<file path="config.mk">
export PLATFORM = sky130hd
export DESIGN_NAME = lin_mode_controller
export DESIGN_NICKNAME = d
export VERILOG_FILES = /design/src/rtl/lin_mode_pkg.sv /design/src/rtl/lin_level_qual.sv /design/src/rtl/lin_mode_fsm.sv /design/src/rtl/lin_mode_dp.sv /design/src/rtl/lin_mode_controller.sv
export SDC_FILE = /design/constraint.sdc
export NUM_CORES = 1
export LEC_CHECK = 0
export ABC_CLOCK_PERIOD_IN_PS = 2310
export BUFFER_PORTS_ARGS = -buffer_cell sky130_fd_sc_hd__buf_2
export CAP_MARGIN = 30
export CORE_MARGIN = 2
export CORE_UTILIZATION = 50
export CTS_CLUSTER_DIAMETER = 150
export DETAILED_ROUTE_END_ITERATION = 16
export PLACE_DENSITY = 0.74
export SYNTH_ARGS = -nofsm -noshare
export SYNTH_HDL_FRONTEND = slang
export SYNTH_SLANG_ARGS = --single-unit
</file>
<file path="constraint.sdc">
create_clock -name clk -period 2.31 [get_ports clk]
set_input_delay 0.462 -clock clk [delete_from_list [all_inputs] [get_ports clk]]
set_output_delay 0.462 -clock clk [all_outputs]
set_load 0.005 [all_outputs]
</file>
<file path="src/rtl/lin_mode_pkg.sv">
package lin_mode_pkg;

  typedef enum logic [1:0] {
    MODE_OFF   = 2'd0,
    MODE_STBY  = 2'd1,
    MODE_RUN   = 2'd2,
    MODE_SLEEP = 2'd3
  } modeT;

  // Strobes from the mode sequencer to the datapath
  typedef struct packed {
    modeT modeNext;
    logic setWake;
    logic wakeLocal;
    logic clearFlags;
  } ctrlStrobeT;

endpackage

</file>
<file path="src/rtl/lin_level_qual.sv">
// Counts consecutive samples of one level; qualified once HOLD samples are seen.
module lin_level_qual #(
  parameter int HOLD  = 10,
  parameter bit LEVEL = 1'b1
) (
  input  logic clk,
  input  logic rstN,
  input  logic sigIn,
  output logic qualified
);
  localparam int CW = (HOLD > 1) ? $clog2(HOLD) : 1;
  localparam logic [CW-1:0] LAST = CW'(HOLD - 1);

  logic [CW-1:0] runCnt;
  logic          atLevel;

  assign atLevel   = (sigIn == LEVEL);
  assign qualified = atLevel && (runCnt >= LAST);

  always_ff @(posedge clk or negedge rstN) begin
    if (!rstN) begin
      runCnt <= '0;
    end else if (!atLevel) begin
      runCnt <= '0;
    end else if (runCnt != LAST) begin
      runCnt <= runCnt + 1'b1;
    end
  end
endmodule

</file>
<file path="src/rtl/lin_mode_fsm.sv">
module lin_mode_fsm
  import lin_mode_pkg::*;
(
  input  logic       clk,
  input  logic       rstN,
  input  logic       supplyOk,
  input  logic       enPin,
  input  logic       busWake,
  input  logic       localWake,
  input  logic       enHighQual,
  input  logic       enLowQual,
  output ctrlStrobeT strobes
);
  modeT mode;
  modeT modeNext;
  logic anyWake;

  assign anyWake = busWake || localWake;

  always_comb begin
    modeNext = mode;
    unique case (mode)
      MODE_OFF:   if (supplyOk) modeNext = MODE_STBY;
      MODE_STBY:  if (enHighQual) modeNext = MODE_RUN;
      MODE_RUN:   if (enLowQual) modeNext = MODE_SLEEP;
      MODE_SLEEP: begin
        if (enHighQual)   modeNext = MODE_RUN;
        else if (anyWake) modeNext = MODE_STBY;
      end
      default:    modeNext = MODE_OFF;
    endcase
    if (!supplyOk) modeNext = MODE_OFF;
  end

  always_comb begin
    strobes.modeNext   = modeNext;
    strobes.setWake    = supplyOk && (mode == MODE_SLEEP) && !enHighQual && anyWake;
    strobes.wakeLocal  = localWake;
    strobes.clearFlags = enPin || !supplyOk;
  end

  always_ff @(posedge clk or negedge rstN) begin
    if (!rstN) mode <= MODE_OFF;
    else       mode <= modeNext;
  end
endmodule

</file>
<file path="src/rtl/lin_mode_dp.sv">
module lin_mode_dp
  import lin_mode_pkg::*;
#(
  parameter int NORM_DELAY  = 10,
  parameter int SLEEP_DELAY = 10
) (
  input  logic       clk,
  input  logic       rstN,
  input  logic       enPin,
  input  logic       busRx,
  input  ctrlStrobeT strobes,
  output logic       enHighQual,
  output logic       enLowQual,
  output logic       inhibit,
  output logic       commEnable,
  output logic       termEnable,
  output logic       rxdOut,
  output logic       txdStrongPull
);
  localparam int NUM_QUAL = 2;

  logic [NUM_QUAL-1:0] qualVec;

  // index 0 qualifies the low level (sleep entry), index 1 the high level
  for (genvar q = 0; q < NUM_QUAL; q++) begin : gQual
    lin_level_qual #(
      .HOLD (q == 1 ? NORM_DELAY : SLEEP_DELAY),
      .LEVEL(q == 1)
    ) uQual (
      .clk      (clk),
      .rstN     (rstN),
      .sigIn    (enPin),
      .qualified(qualVec[q])
    );
  end

  assign enLowQual  = qualVec[0];
  assign enHighQual = qualVec[1];

  logic wakeReq;
  logic wakeSrc;
  logic wakeReqNext;
  logic wakeSrcNext;
  logic isStby;
  logic isRun;

  always_comb begin
    wakeReqNext = wakeReq;
    wakeSrcNext = wakeSrc;
    if (strobes.clearFlags) begin
      wakeReqNext = 1'b0;
      wakeSrcNext = 1'b0;
    end else if (strobes.setWake) begin
      wakeReqNext = 1'b1;
      wakeSrcNext = strobes.wakeLocal;
    end
  end

  assign isStby = (strobes.modeNext == MODE_STBY);
  assign isRun  = (strobes.modeNext == MODE_RUN);

  always_ff @(posedge clk or negedge rstN) begin
    if (!rstN) begin
      wakeReq       <= 1'b0;
      wakeSrc       <= 1'b0;
      inhibit       <= 1'b0;
      commEnable    <= 1'b0;
      termEnable    <= 1'b0;
      rxdOut        <= 1'b1;
      txdStrongPull <= 1'b0;
    end else begin
      wakeReq       <= wakeReqNext;
      wakeSrc       <= wakeSrcNext;
      inhibit       <= isStby || isRun;
      commEnable    <= isRun;
      termEnable    <= isStby || isRun;
      rxdOut        <= isRun ? busRx : (isStby ? !wakeReqNext : 1'b1);
      txdStrongPull <= isStby && wakeReqNext && wakeSrcNext;
    end
  end
endmodule

</file>
<file path="src/rtl/lin_mode_controller.sv">
module lin_mode_controller
  import lin_mode_pkg::*;
#(
  parameter int NORM_DELAY  = 10,
  parameter int SLEEP_DELAY = 10
) (
  input  logic clk,
  input  logic rstN,
  input  logic supplyOk,
  input  logic enPin,
  input  logic busWake,
  input  logic localWake,
  input  logic busRx,
  output logic inhibit,
  output logic commEnable,
  output logic termEnable,
  output logic rxdOut,
  output logic txdStrongPull
);
  ctrlStrobeT strobes;
  logic       enHighQual;
  logic       enLowQual;

  lin_mode_fsm uFsm (
    .clk       (clk),
    .rstN      (rstN),
    .supplyOk  (supplyOk),
    .enPin     (enPin),
    .busWake   (busWake),
    .localWake (localWake),
    .enHighQual(enHighQual),
    .enLowQual (enLowQual),
    .strobes   (strobes)
  );

  lin_mode_dp #(
    .NORM_DELAY (NORM_DELAY),
    .SLEEP_DELAY(SLEEP_DELAY)
  ) uDp (
    .clk          (clk),
    .rstN         (rstN),
    .enPin        (enPin),
    .busRx        (busRx),
    .strobes      (strobes),
    .enHighQual   (enHighQual),
    .enLowQual    (enLowQual),
    .inhibit      (inhibit),
    .commEnable   (commEnable),
    .termEnable   (termEnable),
    .rxdOut       (rxdOut),
    .txdStrongPull(txdStrongPull)
  );
endmodule

</file>
==> results.toml <==
[timing]
fmax_mhz = 488
final_hold_viol_count = 0
rsz0062_at_grt = "no"
clock_skew_ns = 0.00425
slew_headroom = 0.750
hold_slack_ns = 0.0670
worst_slew_pin_slew_ns = 0.371
final_max_slew_viol_count = 0
setup_violations = 0
min_period_ns = 2.05
tns_ns = 0
finalCritPeriodShare = 0.887

[floorplan]
io_pins = 12
die-area_um2 = 2140
start_util = 0.522
num_rows = 15
die_h_um = 46.2
die_x_um = 46.2
core_region_area_um2 = 1710

[synthesis]
synth-seq-cells = 16
async_flop_share = 1.00
synth.avg_cell_area_um2 = 10.9
yosys.cell_count.top_type = "dfrtp_1"
synth_cells = 82
synth-edff-count = 0
yosys.area.top_type = "dfrtp_1"
ys_warn_count = 0
synthTopCellsByCount = "dfrtp_1 (15), ha_1 (8), inv_1 (7), nand2_1 (5), nor2_1 (5)"
syn_nets = 97
synth_area_um2 = 891
synth_top_cell_area_share = 0.421
ys_seq_area_frac = 0.451
synth_cell_type_count = 32
netlist_top_cells_area = "dfrtp_1 (42%), ha_1 (11%), mux2i_1 (4.5%)"
ys.flop_type = "dfrtp_1"

[cells_and_area]
layout-drive-gt1-share = 0.202
diodes = 0
fin_util = 0.584
syn2layout_area_growth_pct = 11.9
finalNonFillerCells = 119
multi_input_area_um2 = 447
seqCellArea_um2 = 402
final_nets = 110
num-fill-cells = 148

[global_route]
globalRouteTotalUtil = 0.162
antenna_found_initial = 0
grt_pass1_vias = 546
gr-total-overflow = 0
grt_max_degree = 17
grt_first_pass_wirelength_um = 2340

[clock_network]
cts.clk_slew.worst_paths_ns = 0.10
hold_buffers = 0
htreeDepth = 1
cts_max_path_buffers = 2
cts_tree = "built"
cts_root_buffer = "clkbuf_4"
post_cts_buffers = 0
cts_made_buffers = 3
cts_resized = 0
worstSkewPairLatency_ns = 0.28
cts_sinks = 16

[detailed_routing]
vias = 618
wire_per_inst_um = 11.8
drt-total-wl_um = 1400
drc = 0
ant_nets = 0
drtIter0Drc = 1
drt_pre_antenna_iters = 2
viasPerCell = 5.19

[setup_path]
path_max_fanout = 4
critPathKind = "flop to flop"
worstSetupEndpointType = "flop"
arrival_ns = 2.26
critPathLaunchType = "flop"
crit_required_ns = 2.53

[place]
gp_congestion = 0.811
place_inst = 115
portBuffers = 11
hpwl_um = 1070

[hold_path]
holdCritPathClass = "primary input to async pin"

[power]
p_per_area_nw_per_um2 = 555
p_leak_uw = 0.000475
ir_drop_mv = 0.327

[outcome]
outcome = "complete, no violations"

[run]
maxCapViolCount = 0
## state kept, by name, summed over array words and instances (netlist names)
| register | count |
|---|---|
| uDp.gQual.uQual.runCnt | 8 |
| uFsm.mode | 2 |
| uDp.commEnable | 1 |
| uDp.inhibit | 1 |
| uDp.rxdOut | 1 |
| uDp.txdStrongPull | 1 |
| uDp.wakeReq | 1 |
| uDp.wakeSrc | 1 |
## cells in the final DEF, fill, tap and decap left out, drive strengths merged
master,instances
a21bo,1
a21boi,2
o2111ai,1
and2,2
xnor2,4
a21oi,1
ha,8
clkbuf,4
o311ai,1
nand2,5
or3b,1
nand4b,2
inv,7
o2111a,1
o21a,1
nor2b,1
dfrtp,15
dfstp,1
mux2i,4
o21ai,1
and3b,1
a31oi,1
nor3b,2
nand3,4
nand4,1
o31ai,1
nand3b,3
and3,1
nor2,5
buf,11
or2b,1
## worst max-delay path, cell delays in order (launching register included)
cell,delay [ns]
dfrtp_1,0.40
inv_1,0.08
ha_1,0.21
or3b_4,0.40
nand4_1,0.16
and3_1,0.20
ha_1,0.14
and3b_1,0.20
nand3_1,0.08
mux2i_1,0.12
## cell families after synthesis
kind of cell               Yosys count  synth area share
and+or+nand+nor                     29             0.192
adders and majority gates            8             0.112
DFF                                 16             0.451
buffers and inverters               10            0.0478
xor gates and xnor gates             4            0.0393
AOI/OAI and AO/OA                   11             0.112
muxes                                4            0.0449
## layer usage
metal	track usage	up-vias	share of wire
met5	0	-	0
met4	0.137	0	0.022
met3	0.0392	4	0.040
met2	0.253	11	0.50
met1	0.183	294	0.44
li1	-	309	-
## area by class of cell
cell class              count  share of cell area
clock buffers               4              0.0364
inverters                   7              0.0263
multi-input cells          56               0.448
flip-flops and latches     16               0.403
well taps                  25              0.0314
repair buffers             11              0.0552
## metrics by stage
stage,power (uW),setup WS [ns],cell area [um2]
after floorplan,352,0.420,891
after global placement,373,0.328,961
after detailed placement,374,0.267,961
after CTS,562,0.245,997
after global routing,591,0.0674,997
final,553,0.262,997
## worst paths after layout
check	slack, ns	to	startpoint	depth (start not counted)
worst max-delay path	0.26	uDp.txdStrongPull	uDp.gQual[1].uQual.runCnt[1]	9
worst min-delay path	0.07	uDp.wakeSrc	rstN	1
min in group clk	0.45	uDp.txdStrongPull	localWake	3
worst max register to register	0.26	uDp.txdStrongPull	uDp.gQual[1].uQual.runCnt[1]	9
worst min register to register	0.49	uDp.rxdOut	uDp.wakeReq	1
max in group asynchronous	1.94	uDp.rxdOut	rstN	1
## where the power goes
group | internal (uW) | switching, uW
clock network | 95.9 | 89.9
logic | 30.6 | 34.7
registers | 291 | 11.7
Note: power is estimated with default switching activity, not from simulation.
